--- config.mk ---
export PLATFORM = sky130hd
export DESIGN_NAME = spi_char_tx
export DESIGN_NICKNAME = d
export VERILOG_FILES = /design/src/rtl/spi_tx_pkg.sv /design/src/rtl/spi_tx_baud.sv /design/src/rtl/spi_tx_hold.sv /design/src/rtl/spi_tx_engine.sv /design/src/rtl/spi_char_tx.sv
export SDC_FILE = /design/constraint.sdc
export NUM_CORES = 1
export LEC_CHECK = 0
export BUFFER_PORTS_ARGS = -buffer_cell sky130_fd_sc_hd__buf_2
export CAP_MARGIN = 40
export CORE_UTILIZATION = 55
export DETAILED_ROUTE_END_ITERATION = 10
export PLACE_DENSITY = 0.78
export SLEW_MARGIN = 20
export SYNTH_ARGS = -nofsm -noshare
export SYNTH_HDL_FRONTEND = slang
export SYNTH_HIERARCHICAL = 1
export SYNTH_SLANG_ARGS = --single-unit
export TNS_END_PERCENT = 5
--- constraint.sdc ---
create_clock -name clk -period 2.4 [get_ports clk]
set_input_delay 0.12 -clock clk [delete_from_list [all_inputs] [get_ports clk]]
set_output_delay 0.12 -clock clk [all_outputs]
set_load 0.05 [all_outputs]
--- src/rtl/spi_tx_pkg.sv ---
package spi_tx_pkg;
    typedef enum logic [2:0] {
        TX_IDLE,
        TX_SETUP,
        TX_SHIFT,
        TX_HOLD,
        TX_GAP
    } tx_state_e;

    // framing lengths in bit periods
    localparam int SETUP_BITS = 1;
    localparam int HOLD_BITS  = 1;
    localparam int GAP_BITS   = 3;
endpackage

--- src/rtl/spi_tx_baud.sv ---
module spi_tx_baud #(
    parameter int DIV_W = 16
) (
    input  logic             clk,
    input  logic             rst_n,
    input  logic             run,
    input  logic [DIV_W-1:0] div,
    output logic             tick
);
    logic [DIV_W-1:0] cnt_q;

    assign tick = run && (cnt_q == div);

    always_ff @(posedge clk or negedge rst_n) begin
        if (!rst_n)
            cnt_q <= '0;
        else if (!run || tick)
            cnt_q <= '0;
        else
            cnt_q <= cnt_q + 1'b1;
    end
endmodule

--- src/rtl/spi_tx_hold.sv ---
module spi_tx_hold #(
    parameter int DATA_W = 8
) (
    input  logic              clk,
    input  logic              rst_n,
    input  logic              enable,
    input  logic              wr_en,
    input  logic [DATA_W-1:0] wr_data,
    input  logic              take,
    output logic              full,
    output logic [DATA_W-1:0] data,
    output logic              ready
);
    assign ready = enable && !full;

    always_ff @(posedge clk or negedge rst_n) begin
        if (!rst_n) begin
            full <= 1'b0;
            data <= '0;
        end else begin
            if (take)
                full <= 1'b0;
            if (wr_en && ready) begin
                full <= 1'b1;
                data <= wr_data;
            end
        end
    end
endmodule

--- src/rtl/spi_tx_engine.sv ---
module spi_tx_engine
    import spi_tx_pkg::*;
#(
    parameter int DATA_W = 8
) (
    input  logic              clk,
    input  logic              rst_n,
    input  logic              tick,
    input  logic              can_start,
    input  logic [DATA_W-1:0] load_data,
    output logic              load,
    output logic              run,
    output logic              frame,
    output logic              quiet,
    output logic              sclk,
    output logic              mosi
);
    localparam int SETUP_H = 2 * SETUP_BITS;
    localparam int SHIFT_H = 2 * DATA_W;
    localparam int HOLD_H  = 2 * HOLD_BITS;
    localparam int GAP_H   = 2 * GAP_BITS;
    localparam int HC_W    = $clog2(SHIFT_H + GAP_H + SETUP_H + HOLD_H);

    tx_state_e         state_q, state_d;
    logic [HC_W-1:0]   hcnt_q;
    logic [DATA_W-1:0] shreg_q;
    logic              gap_end;

    assign gap_end = (state_q == TX_GAP) && tick && (hcnt_q == HC_W'(GAP_H - 1));
    assign load    = ((state_q == TX_IDLE) && can_start) || (gap_end && can_start);

    // next state
    always_comb begin
        state_d = state_q;
        unique case (state_q)
            TX_IDLE:  if (can_start) state_d = TX_SETUP;
            TX_SETUP: if (tick && hcnt_q == HC_W'(SETUP_H - 1)) state_d = TX_SHIFT;
            TX_SHIFT: if (tick && hcnt_q == HC_W'(SHIFT_H - 1)) state_d = TX_HOLD;
            TX_HOLD:  if (tick && hcnt_q == HC_W'(HOLD_H - 1))  state_d = TX_GAP;
            TX_GAP:   if (gap_end) state_d = can_start ? TX_SETUP : TX_IDLE;
            default:  state_d = TX_IDLE;
        endcase
    end

    // state register
    always_ff @(posedge clk or negedge rst_n) begin
        if (!rst_n)
            state_q <= TX_IDLE;
        else
            state_q <= state_d;
    end

    // half-tick counter and shift register
    always_ff @(posedge clk or negedge rst_n) begin
        if (!rst_n) begin
            hcnt_q  <= '0;
            shreg_q <= '0;
        end else begin
            if (state_d != state_q)
                hcnt_q <= '0;
            else if (tick)
                hcnt_q <= hcnt_q + 1'b1;

            if (load)
                shreg_q <= load_data;
            else if (state_q == TX_SHIFT && tick && hcnt_q[0])
                shreg_q <= {shreg_q[DATA_W-2:0], 1'b0};
        end
    end

    // outputs
    always_comb begin
        run   = (state_q != TX_IDLE);
        frame = (state_q == TX_SETUP) || (state_q == TX_SHIFT) || (state_q == TX_HOLD);
        quiet = (state_q == TX_IDLE) || (state_q == TX_GAP);
        sclk  = (state_q == TX_SHIFT) && hcnt_q[0];
        mosi  = ((state_q == TX_SETUP) || (state_q == TX_SHIFT)) ? shreg_q[DATA_W-1] : 1'b0;
    end
endmodule

--- src/rtl/spi_char_tx.sv ---
module spi_char_tx #(
    parameter int DATA_W = 8,
    parameter int DIV_W  = 16
) (
    input  logic              clk,
    input  logic              rst_n,
    input  logic              tx_enable,
    input  logic [DIV_W-1:0]  baud_div,
    input  logic              wait_rd,
    input  logic              rx_ready,
    input  logic              wr_en,
    input  logic [DATA_W-1:0] wr_data,
    input  logic              force_cs,
    input  logic              release_cs,
    output logic              tx_ready,
    output logic              tx_empty,
    output logic              sclk,
    output logic              mosi,
    output logic              ss_n
);
    logic              tick_w, run_w, load_w, frame_w, quiet_w;
    logic              hold_full_w, can_start_w;
    logic [DATA_W-1:0] hold_data_w;
    logic              sel_forced_q;

    assign can_start_w = tx_enable && hold_full_w && (!wait_rd || !rx_ready);

    spi_tx_baud #(.DIV_W(DIV_W)) u_baud (
        .clk   (clk),
        .rst_n (rst_n),
        .run   (run_w),
        .div   (baud_div),
        .tick  (tick_w)
    );

    spi_tx_hold #(.DATA_W(DATA_W)) u_hold (
        .clk     (clk),
        .rst_n   (rst_n),
        .enable  (tx_enable),
        .wr_en   (wr_en),
        .wr_data (wr_data),
        .take    (load_w),
        .full    (hold_full_w),
        .data    (hold_data_w),
        .ready   (tx_ready)
    );

    spi_tx_engine #(.DATA_W(DATA_W)) u_engine (
        .clk       (clk),
        .rst_n     (rst_n),
        .tick      (tick_w),
        .can_start (can_start_w),
        .load_data (hold_data_w),
        .load      (load_w),
        .run       (run_w),
        .frame     (frame_w),
        .quiet     (quiet_w),
        .sclk      (sclk),
        .mosi      (mosi)
    );

    // select override: release has priority
    always_ff @(posedge clk or negedge rst_n) begin
        if (!rst_n)
            sel_forced_q <= 1'b0;
        else if (release_cs)
            sel_forced_q <= 1'b0;
        else if (force_cs)
            sel_forced_q <= 1'b1;
    end

    assign ss_n     = !(sel_forced_q || frame_w);
    assign tx_empty = tx_enable && !hold_full_w && quiet_w;
endmodule

==> impl_metrics.env, run 1 <==
export IMPL_start_util=0.579
export IMPL_n_antenna_cell=0
export IMPL_yosysWarnings=6
export IMPL_drt_iter0_markers=105
export IMPL_hp_class="in2reg"
export IMPL_dr_pass1_iters=4
export IMPL_avgViaCountPerCell=5.57
export IMPL_tightest_slew_ps=350
export IMPL_cap_violations=0
export IMPL_hpwlAfterDp_um=3300
export IMPL_finish_utilization=0.676
export IMPL_place_congestion=0.798
export IMPL_seq_area_frac_synth=0.447
export IMPL_skew_ps=4.38
export IMPL_crit_path_end_kind="flop"
export IMPL_synth_fp_nets=253
export IMPL_wl_per_cell_um=14.6
export IMPL_synth_top_cell_by_area="dfrtp_1"
export IMPL_gr_usage_all_layers=0.231
export IMPL_drc_errors=0
export IMPL_nets=300
export IMPL_htree_levels=2
export IMPL_die_area_um2=4540
export IMPL_synthArstFlopShare=1.00
export IMPL_drtAntennaViolNets=0
export IMPL_insertion_delay_ps=290
export IMPL_hold_viol_final=0
export IMPL_numCtsBuffers=5
export IMPL_gr_total_overflow=0
export IMPL_io_buffer_count=36
export IMPL_die_w_um=67.4
export IMPL_ios=37
export IMPL_slew_viol_final=0
export IMPL_max_freq_ghz=0.434
export IMPL_p_leak_nw=1.31
export IMPL_crit_fanout=9
export IMPL_drt_wl_total_um=4590
export IMPL_critPathKind="reg2reg"
export IMPL_synthDistinctLibCells=45
export IMPL_peakVddDrop_uv=403
export IMPL_setup_ws_ps=97.2
export IMPL_antenna_found_initial=0
export IMPL_fin_crit_ps=2300
export IMPL_grt_pass1_vias=1770
export IMPL_place_ws_ps=87.6
export IMPL_grt_max_degree=31
export IMPL_cts_setup_buffers=0
export IMPL_p_total_mw=1.46
export IMPL_cts_sinks=42
export IMPL_max_slew_margin=0.765
export IMPL_min_period_over_period=0.960
export IMPL_cp_start_kind="flop"
export IMPL_synth_area_um2=2350
export IMPL_dp_cells=305
export IMPL_stdcell_count=315
export IMPL_crit_required_ps=2580
export IMPL_ys_flop_type="dfrtp_1"
export IMPL_ys_ff_latch=42
export IMPL_crit_arrival_ps=2480
export IMPL_outcome="complete, no violations"
export IMPL_area_growth_pct=16.7
export IMPL_synth_area_leaders="dfrtp_1 (45%), xnor2_1 (10%), mux2_2 (5.3%)"
export IMPL_path_clk_slew_ps=80
export IMPL_cts_buffer_depth=2
export IMPL_syn_area_per_cell_um2=10.8
export IMPL_rows=23
export IMPL_grt_first_pass_wirelength_um=7610
export IMPL_synthCells=217
export IMPL_synth_top_area_frac=0.447
export IMPL_rrSetupSlack_ps=100
export IMPL_power_density_nw_per_um2=533
export IMPL_core_area_um2=4060
export IMPL_setup_violations=0
export IMPL_drive_gt1_frac=0.336
export IMPL_root_buffer="clkbuf_8"
export IMPL_rsz0062_at_grt="yes"
export IMPL_cts_tree="done"
export IMPL_fp_dieH_um=67.4
export IMPL_routed_via_count=1756
export IMPL_synth_edff_count=0
==> kinds of logic after synthesis <==
kind of cell / synth area share
xor+xnor: 0.127
mux: 0.0527
compound gates: 0.0852
buf+inv: 0.0394
flops: 0.447
simple gates: 0.227
fa+ha+maj: 0.0213
==> synthesized netlist by cell type, types with 3 or more instances <==
master / instances
nand3_1: 6
dfrtp_1: 42
nor3_1: 3
and2_2: 6
xor2_1: 7
inv_1: 6
nand2_1: 14
xnor2_1: 27
o21ai_0: 3
buf_6: 5
a221o_1: 6
nand4_1: 9
mux2_2: 11
ha_1: 4
nor4_1: 4
nor2_1: 31
==> flip-flops by register name (all words and copies together) (netlist names) <==
signal	cells
u_engine/hcnt_q	5
u_engine/state_q	3
u_baud/cnt_q	16
u_hold/full	1
u_engine/shreg_q	8
sel_forced_q	1
u_hold/data	8
==> per-stage QoR <==
step	setup TNS, ps	hold WS (ps)	area (µm²)
6_report	0	40.5	2740
3_5_place_dp	0	36.3	2610
2_1_floorplan	0	-176	2350
5_1_grt	-86.9	37.5	2740
4_1_cts	0	31.6	2720
3_3_place_gp	0	270	2590
==> layer usage <==
layer	vias to the layer above	global-route usage	wire length, µm
met5	-	0	0
met4	0	0.0957	68
met3	5	0.0524	212
met2	56	0.396	2330
met1	854	0.278	1980
li1	841	-	-
==> cells in the final DEF (no fill, tap or decap), types with 2 or more instances in the layout <==
| master | netlist | final |
|---|---|---|
| inv_1 | 6 | 6 |
| o21ai_0 | 3 | 3 |
| nand2_1 | 14 | 14 |
| dfrtp_2 | 0 | 2 |
| mux2_2 | 11 | 11 |
| a221o_1 | 6 | 6 |
| xor2_1 | 7 | 7 |
| ha_1 | 4 | 4 |
| nor4_1 | 4 | 4 |
| nor3_1 | 3 | 3 |
| dfrtp_1 | 42 | 40 |
| xnor2_1 | 27 | 26 |
| clkbuf_8 | 0 | 6 |
| buf_2 | 1 | 36 |
| nand4_1 | 9 | 9 |
| nor3b_1 | 2 | 2 |
| nor2_1 | 31 | 31 |
| and2_2 | 6 | 6 |
| nand3_1 | 6 | 6 |
| dlygate4sd3_1 | 0 | 2 |
| o211ai_1 | 2 | 2 |
| a21oi_2 | 2 | 2 |
| buf_4 | 0 | 9 |
==> cell type report <==
cell class | count | area (µm²)
Fill cell | 320 | 1320
Clock buffer | 7 | 86.3
Tap cell | 50 | 62.6
Clock inverter | 1 | 5.00
Sequential cell | 42 | 1050
Timing Repair Buffer | 48 | 288
Inverter | 6 | 22.5
Multi-Input combinational cell | 161 | 1220
==> final timing paths <==
check,endpoint,cells past startpoint,from
setup reg to reg,u_engine/shreg_q[0],8,u_baud/cnt_q[5]
min in group asynchronous,u_baud/cnt_q[6],2,rst_n
setup / recovery,u_engine/shreg_q[0],8,u_baud/cnt_q[5]
max in group asynchronous,u_baud/cnt_q[2],3,rst_n
hold / removal,sel_forced_q,3,force_cs
hold reg to reg,u_hold/data[0],1,u_hold/data[0]
==> where the power goes <==
| part | internal (mW) | switching [mW] |
|---|---|---|
| combinational | 0.0919 | 0.0982 |
| sequential | 0.744 | 0.0572 |
| clock | 0.232 | 0.239 |
==> critical path, cell delays in order (launching register included) <==
cell and delay, ps:
dfrtp_1 470, xnor2_1 220, nand4_1 180, nor2_1 150
and3_4 210, and4bb_4 280, a21boi_4 90, nor2_4 220
mux2_2 360
==> repair_timing <==
action	in CTS	in global routing
hold buffers	2	0
setup endpoints to repair	0	13
hold endpoints to repair	13	0
gates resized for setup	0	5
Note: power is estimated with default switching activity, not from simulation.
==> run 2, diff against run 1 <==
--- a/config.mk
+++ b/config.mk
@@ -10,7 +10,6 @@
 export CORE_UTILIZATION = 55
 export DETAILED_ROUTE_END_ITERATION = 10
 export PLACE_DENSITY = 0.78
-export SLEW_MARGIN = 20
 export SYNTH_ARGS = -nofsm -noshare
 export SYNTH_HDL_FRONTEND = slang
 export SYNTH_HIERARCHICAL = 1
==> constraint.sdc (replaced) <==
create_clock -name clk -period 2.4 [get_ports clk]
set_input_delay 0.12 -clock clk [delete_from_list [all_inputs] [get_ports clk]]
set_output_delay 0.12 -clock clk [all_outputs]
set_load 0.005 [all_outputs]
==> run 2 against run 1 <==
Compared with the run above:
- global-route usage shrank 0.71 points
- combinational power is essentially flat
- fmax is 1.2% higher
- cell area up 0.36%
- critical endpoint unchanged
- largest cell class unchanged
- largest power group unchanged
- highest routed layer unchanged
==> impl_metrics.env, run 2 (same netlist as run 1, synthesis figures left out) <==
export IMPL_fp_dieH_um=67.4
export IMPL_fin_crit_ps=2280
export IMPL_ios=37
export IMPL_numCtsBuffers=5
export IMPL_crit_arrival_ps=2450
export IMPL_largestRegisters="u_baud/cnt_q x16, u_engine/shreg_q x8, u_hold/data x8"
export IMPL_path_clk_slew_ps=80
export IMPL_rows=23
export IMPL_routed_via_count=1701
export IMPL_cts_setup_buffers=0
export IMPL_setup_violations=0
export IMPL_start_util=0.579
export IMPL_hpwlAfterDp_um=3270
export IMPL_slew_viol_final=0
export IMPL_crit_fanout=9
export IMPL_mostFrequentLayoutCells="dfrtp_1 (38), buf_2 (36), nor2_1 (31)"
export IMPL_io_buffer_count=36
export IMPL_insertion_delay_ps=290
export IMPL_grt_max_degree=39
export IMPL_cap_violations=0
export IMPL_drive_gt1_frac=0.347
export IMPL_drt_iter0_markers=67
export IMPL_gr_usage_all_layers=0.224
export IMPL_p_total_mw=1.46
export IMPL_crit_required_ps=2580
export IMPL_final_common_cell="dfrtp_1"
export IMPL_htree_levels=2
export IMPL_antenna_found_initial=0
export IMPL_drtAntennaViolNets=0
export IMPL_hold_viol_final=0
export IMPL_drc_errors=0
export IMPL_tightest_slew_ps=336
export IMPL_outcome="complete, no violations"
export IMPL_hp_class="in2reg"
export IMPL_p_leak_nw=1.32
export IMPL_wl_per_cell_um=14.4
export IMPL_rsz0062_at_grt="yes"
export IMPL_core_area_um2=4060
export IMPL_n_antenna_cell=0
export IMPL_crit_path_end_kind="flop"
export IMPL_dr_pass1_iters=4
export IMPL_cp_start_kind="flop"
export IMPL_drt_wl_total_um=4550
export IMPL_peakVddDrop_uv=304
export IMPL_gr_total_overflow=0
export IMPL_finish_utilization=0.678
export IMPL_cts_tree="done"
export IMPL_cts_buffer_depth=2
export IMPL_place_congestion=0.798
export IMPL_max_slew_margin=0.774
export IMPL_root_buffer="clkbuf_8"
export IMPL_avgViaCountPerCell=5.40
export IMPL_die_w_um=67.4
export IMPL_whs_ps=43.5
export IMPL_multi_input_area_um2=1230
export IMPL_min_period_over_period=0.949
export IMPL_setup_ws_ps=123
export IMPL_power_density_nw_per_um2=530
export IMPL_skew_ps=7.74
export IMPL_area_growth_pct=17.1
export IMPL_fill_cells=317
export IMPL_largest_reg_flops=16
export IMPL_place_ws_ps=82.9
export IMPL_nets=300
export IMPL_critPathKind="reg2reg"
export IMPL_grt_pass1_vias=1681
export IMPL_max_flop_register="u_baud/cnt_q"
export IMPL_die_area_um2=4540
export IMPL_grt_first_pass_wirelength_um=7430
export IMPL_register_area_um2=1060
export IMPL_cts_sinks=42
export IMPL_max_freq_ghz=0.439
[run 2: cell count changes in the layout (fill, tap and decap cells not counted)]
cell / before / now
xnor2_2: 1 / 2
dfrtp_2: 2 / 4
dfrtp_1: 40 / 38
xnor2_1: 26 / 25
[run 2: worst paths after layout]
kind / start / endpoint / slack, ps / depth (start not counted)
min in group asynchronous: rst_n / u_baud/cnt_q[6] / 180 / 2
worst min-delay path: force_cs / sel_forced_q / 40 / 3
worst max register to register: u_baud/cnt_q[12] / u_engine/shreg_q[0] / 120 / 8
max in group asynchronous: rst_n / u_baud/cnt_q[7] / 1790 / 3
worst max-delay path: u_baud/cnt_q[12] / u_engine/shreg_q[0] / 120 / 8
worst min register to register: u_hold/data[2] / u_engine/shreg_q[2] / 500 / 1
[run 2: critical path: stages (launching register included)]
cell and delay, ps:
dfrtp_1 440, xnor2_1 180, nand4_1 220, nor2_1 150
and3_4 210, and4bb_4 280, a21boi_4 90, nor2_4 220
mux2_2 360
[run 2: timing repair]
item	4_1_cts	5_1_grt
endpoints found under the hold margin	43	0
hold buffers	2	0
gates resized for setup	0	8
endpoints found under the setup margin	0	13
[run 2: stage by stage]
step / area (µm²) / cells / TNS [ps]
after floorplan: 2350 / 217 / 0
after global placement: 2590 / 304 / 0
after detailed placement: 2610 / 305 / 0
after CTS: 2720 / 315 / 0
after global routing: 2750 / 315 / -2.29
final: 2750 / 315 / 0
[run 2: where the power goes]
part / total (mW) / internal, mW / switching, mW
Clock: 0.465 / 0.232 / 0.233
Combinational: 0.193 / 0.0940 / 0.0987
Sequential: 0.800 / 0.746 / 0.0548
Total: 1.46 / 1.07 / 0.387
[run 2: final cells by class]
class                           instances  area share
Clock buffer                            7      0.0314
Clock inverter                          1     0.00182
Inverter                                6     0.00818
Multi-Input combinational cell        161       0.448
Sequential cell                        42       0.384
Tap cell                               50      0.0227
Timing Repair Buffer                   48       0.105
[run 2: metal layers]
metal	vias up	global-route usage	share of wire
met3	5	0.0490	0.031
met4	0	0.0878	0.013
met1	814	0.270	0.46
met2	36	0.388	0.49
met5	-	0	0
li1	846	-	-
==> run 3, diff against run 2 <==
--- a/config.mk
+++ b/config.mk
@@ -5,11 +5,11 @@
 export SDC_FILE = /design/constraint.sdc
 export NUM_CORES = 1
 export LEC_CHECK = 0
-export BUFFER_PORTS_ARGS = -buffer_cell sky130_fd_sc_hd__buf_2
 export CAP_MARGIN = 40
 export CORE_UTILIZATION = 55
 export DETAILED_ROUTE_END_ITERATION = 10
-export PLACE_DENSITY = 0.78
+export DONT_BUFFER_PORTS = 1
+export PLACE_DENSITY = 0.7
 export SYNTH_ARGS = -nofsm -noshare
 export SYNTH_HDL_FRONTEND = slang
 export SYNTH_HIERARCHICAL = 1
==> constraint.sdc (replaced) <==
create_clock -name clk -period 2.3 [get_ports clk]
set_input_delay 0.115 -clock clk [delete_from_list [all_inputs] [get_ports clk]]
set_output_delay 0.115 -clock clk [all_outputs]
set_load 0.005 [all_outputs]
==> run 3 against run 2 <==
Compared with the run above:
- first-iteration DRC count is 13% lower
- fmax increased by 2.1%
- combinational power rose by 33%
==> impl_metrics.env, run 3 (same netlist as run 1, synthesis figures left out) <==
export IMPL_swShare=0.269
export IMPL_hold_path_cell_count=2
export IMPL_p_leak_nw=1.26
export IMPL_reg2reg_depth=7
export IMPL_setup_violations=0
export IMPL_htree_levels=2
export IMPL_power_density_nw_per_um2=570
export IMPL_grt_pass1_vias=1732
export IMPL_regToRegStartpoint="u_engine/state_q[2]"
export IMPL_cts_tree="done"
export IMPL_min_to="u_hold/full"
export IMPL_die_area_um2=4540
export IMPL_drive_gt1_frac=0.260
export IMPL_hp_start="tx_enable"
export IMPL_gr_usage_all_layers=0.232
export IMPL_max_freq_ghz=0.448
export IMPL_peakVddDrop_uv=508
export IMPL_cp_cell_sequence="or3_1, and3_2, and4bb_4, a21boi_4, nor2_4, buf_4, a221o_1"
export IMPL_wl_per_cell_um=15.7
export IMPL_outcome="complete, no violations"
export IMPL_skew_ps=11.4
export IMPL_met2_usage=0.398
export IMPL_dp_cells=278
export IMPL_critPathMaxStageDelay_ps=450
export IMPL_drt_wl_total_um=4720
export IMPL_fin_area_um2=2740
export IMPL_comb_power_share=0.165
export IMPL_grt_busiest_layer="met2"
export IMPL_root_buffer="clkbuf_8"
export IMPL_nets=285
export IMPL_dr_pass1_iters=4
export IMPL_drtAntennaViolNets=0
export IMPL_timing_rr_end="u_engine/shreg_q[1]"
export IMPL_numCtsBuffers=5
export IMPL_worst_path_buf_inv=1
export IMPL_p_switching_uw=420
export IMPL_core_area_um2=4060
export IMPL_drc_errors=0
export IMPL_start_util=0.579
export IMPL_area_growth_pct=16.4
export IMPL_crit_arrival_ps=2400
export IMPL_min_period_over_period=0.970
export IMPL_rrSetupSlack_ps=70
export IMPL_antenna_found_initial=0
export IMPL_die_w_um=67.4
export IMPL_final_common_cell="dfrtp_1"
export IMPL_intPower_mw=1.14
export IMPL_cts_sinks=42
export IMPL_critPathKind="reg2reg"
export IMPL_p_seq_frac=0.515
export IMPL_fin_crit_ps=2230
export IMPL_gr_total_overflow=0
export IMPL_power_frac_clock=0.320
export IMPL_grtUsageMet3=0.0625
export IMPL_hpwlAfterDp_um=3320
export IMPL_cts_buffer_depth=2
export IMPL_rsz0062_at_grt="yes"
export IMPL_avgViaCountPerCell=5.66
export IMPL_insertion_delay_ps=300
export IMPL_crit_fanout=6
export IMPL_largestRegisters="u_baud/cnt_q x16, u_engine/shreg_q x8, u_hold/data x8"
export IMPL_max_flop_register="u_baud/cnt_q"
export IMPL_grt_max_degree=43
export IMPL_hold_viol_final=0
export IMPL_n_antenna_cell=0
export IMPL_fp_dieH_um=67.4
export IMPL_tns_ps=0
export IMPL_fill_cells=315
export IMPL_critPathSlowestCell="or3_1"
export IMPL_crit_path_end_kind="flop"
export IMPL_use_met1=0.291
export IMPL_mostFrequentLayoutCells="dfrtp_1 (40), nor2_1 (31), xnor2_1 (27)"
export IMPL_routed_via_count=1698
export IMPL_cap_violations=0
export IMPL_tightest_slew_ps=477
export IMPL_place_congestion=0.847
export IMPL_io_buffer_count=0
export IMPL_crit_required_ps=2470
export IMPL_cp_start_kind="flop"
export IMPL_drt_iter0_markers=58
export IMPL_hp_class="in2reg"
export IMPL_path_delay_family="simple AND/OR/NAND/NOR gates"
export IMPL_ios=37
export IMPL_stdcell_count=300
export IMPL_placed_cell_area_um2=2480
export IMPL_largest_reg_flops=16
export IMPL_max_slew_margin=0.681
export IMPL_grt_first_pass_wirelength_um=7800
export IMPL_path_clk_slew_ps=80
export IMPL_slew_viol_final=0
export IMPL_rows=23
## run 3: cell count changes in the layout (fill, tap and decap cells not counted), sizes merged
cell	change
clkbuf	-1
clkinvlp	+1
dlygate4sd3	+9
buf	-24
## run 3: worst max-delay path by stage
| stage | from | endpoint | slack (ps) | cells after the start |
|---|---|---|---|---|
| 6_report | u_engine/state_q[2] | u_engine/shreg_q[1] | 70 | 7 |
| 3_5_place_dp | u_baud/cnt_q[10] | u_engine/shreg_q[0] | 50 | 8 |
| 5_1_grt | u_baud/cnt_q[10] | u_engine/shreg_q[7] | -20 | 8 |
| 4_1_cts | u_baud/cnt_q[10] | u_engine/shreg_q[0] | 10 | 8 |
| 3_3_place_gp | u_baud/cnt_q[10] | u_engine/shreg_q[0] | 100 | 8 |
| 2_1_floorplan | u_baud/cnt_q[4] | u_engine/shreg_q[6] | 70 | 10 |
## run 3: stage by stage
stage | worst slack, ps | hold WS (ps) | total power [mW] | util
after floorplan | 65.5 | -181 | 0.967 | -
after global placement | 101 | -180 | 1.03 | 0.612
after detailed placement | 45.5 | -180 | 1.04 | 0.612
after CTS | 12.7 | 122 | 1.57 | 0.668
after global routing | -18.7 | 139 | 1.63 | 0.674
final | 69.5 | 110 | 1.56 | 0.674
## run 3: timing repair
action	4_1_cts	5_1_grt
setup endpoints to repair	0	13
hold buffers	12	0
gates resized for setup	0	4
buffers inserted	0	2
endpoints found under the hold margin	51	0
## run 3: layout make-up
cell class                      instances  area (µm²)  area share
Inverter                                6        22.5     0.00823
Tap cell                               50        62.6      0.0229
Timing Repair Buffer                   33         288       0.105
Sequential cell                        42        1050       0.385
Clock inverter                          2        12.5     0.00457
Clock buffer                            6        82.6      0.0302
Multi-Input combinational cell        161        1210       0.444
## run 3: power by group through the flow
stage	sequential (mW)	clock [mW]	combinational, mW
after CTS	0.803	0.510	0.255
after global placement	0.816	0	0.212
after detailed placement	0.818	0	0.220
final	0.803	0.500	0.257
after floorplan	0.813	0	0.154
after global routing	0.808	0.543	0.278
## run 3: routing by layer
layer,routed length [µm],up-vias
li1,-,810
met1,2100,831
met2,2350,51
met3,219,6
met4,52,0
met5,0,-
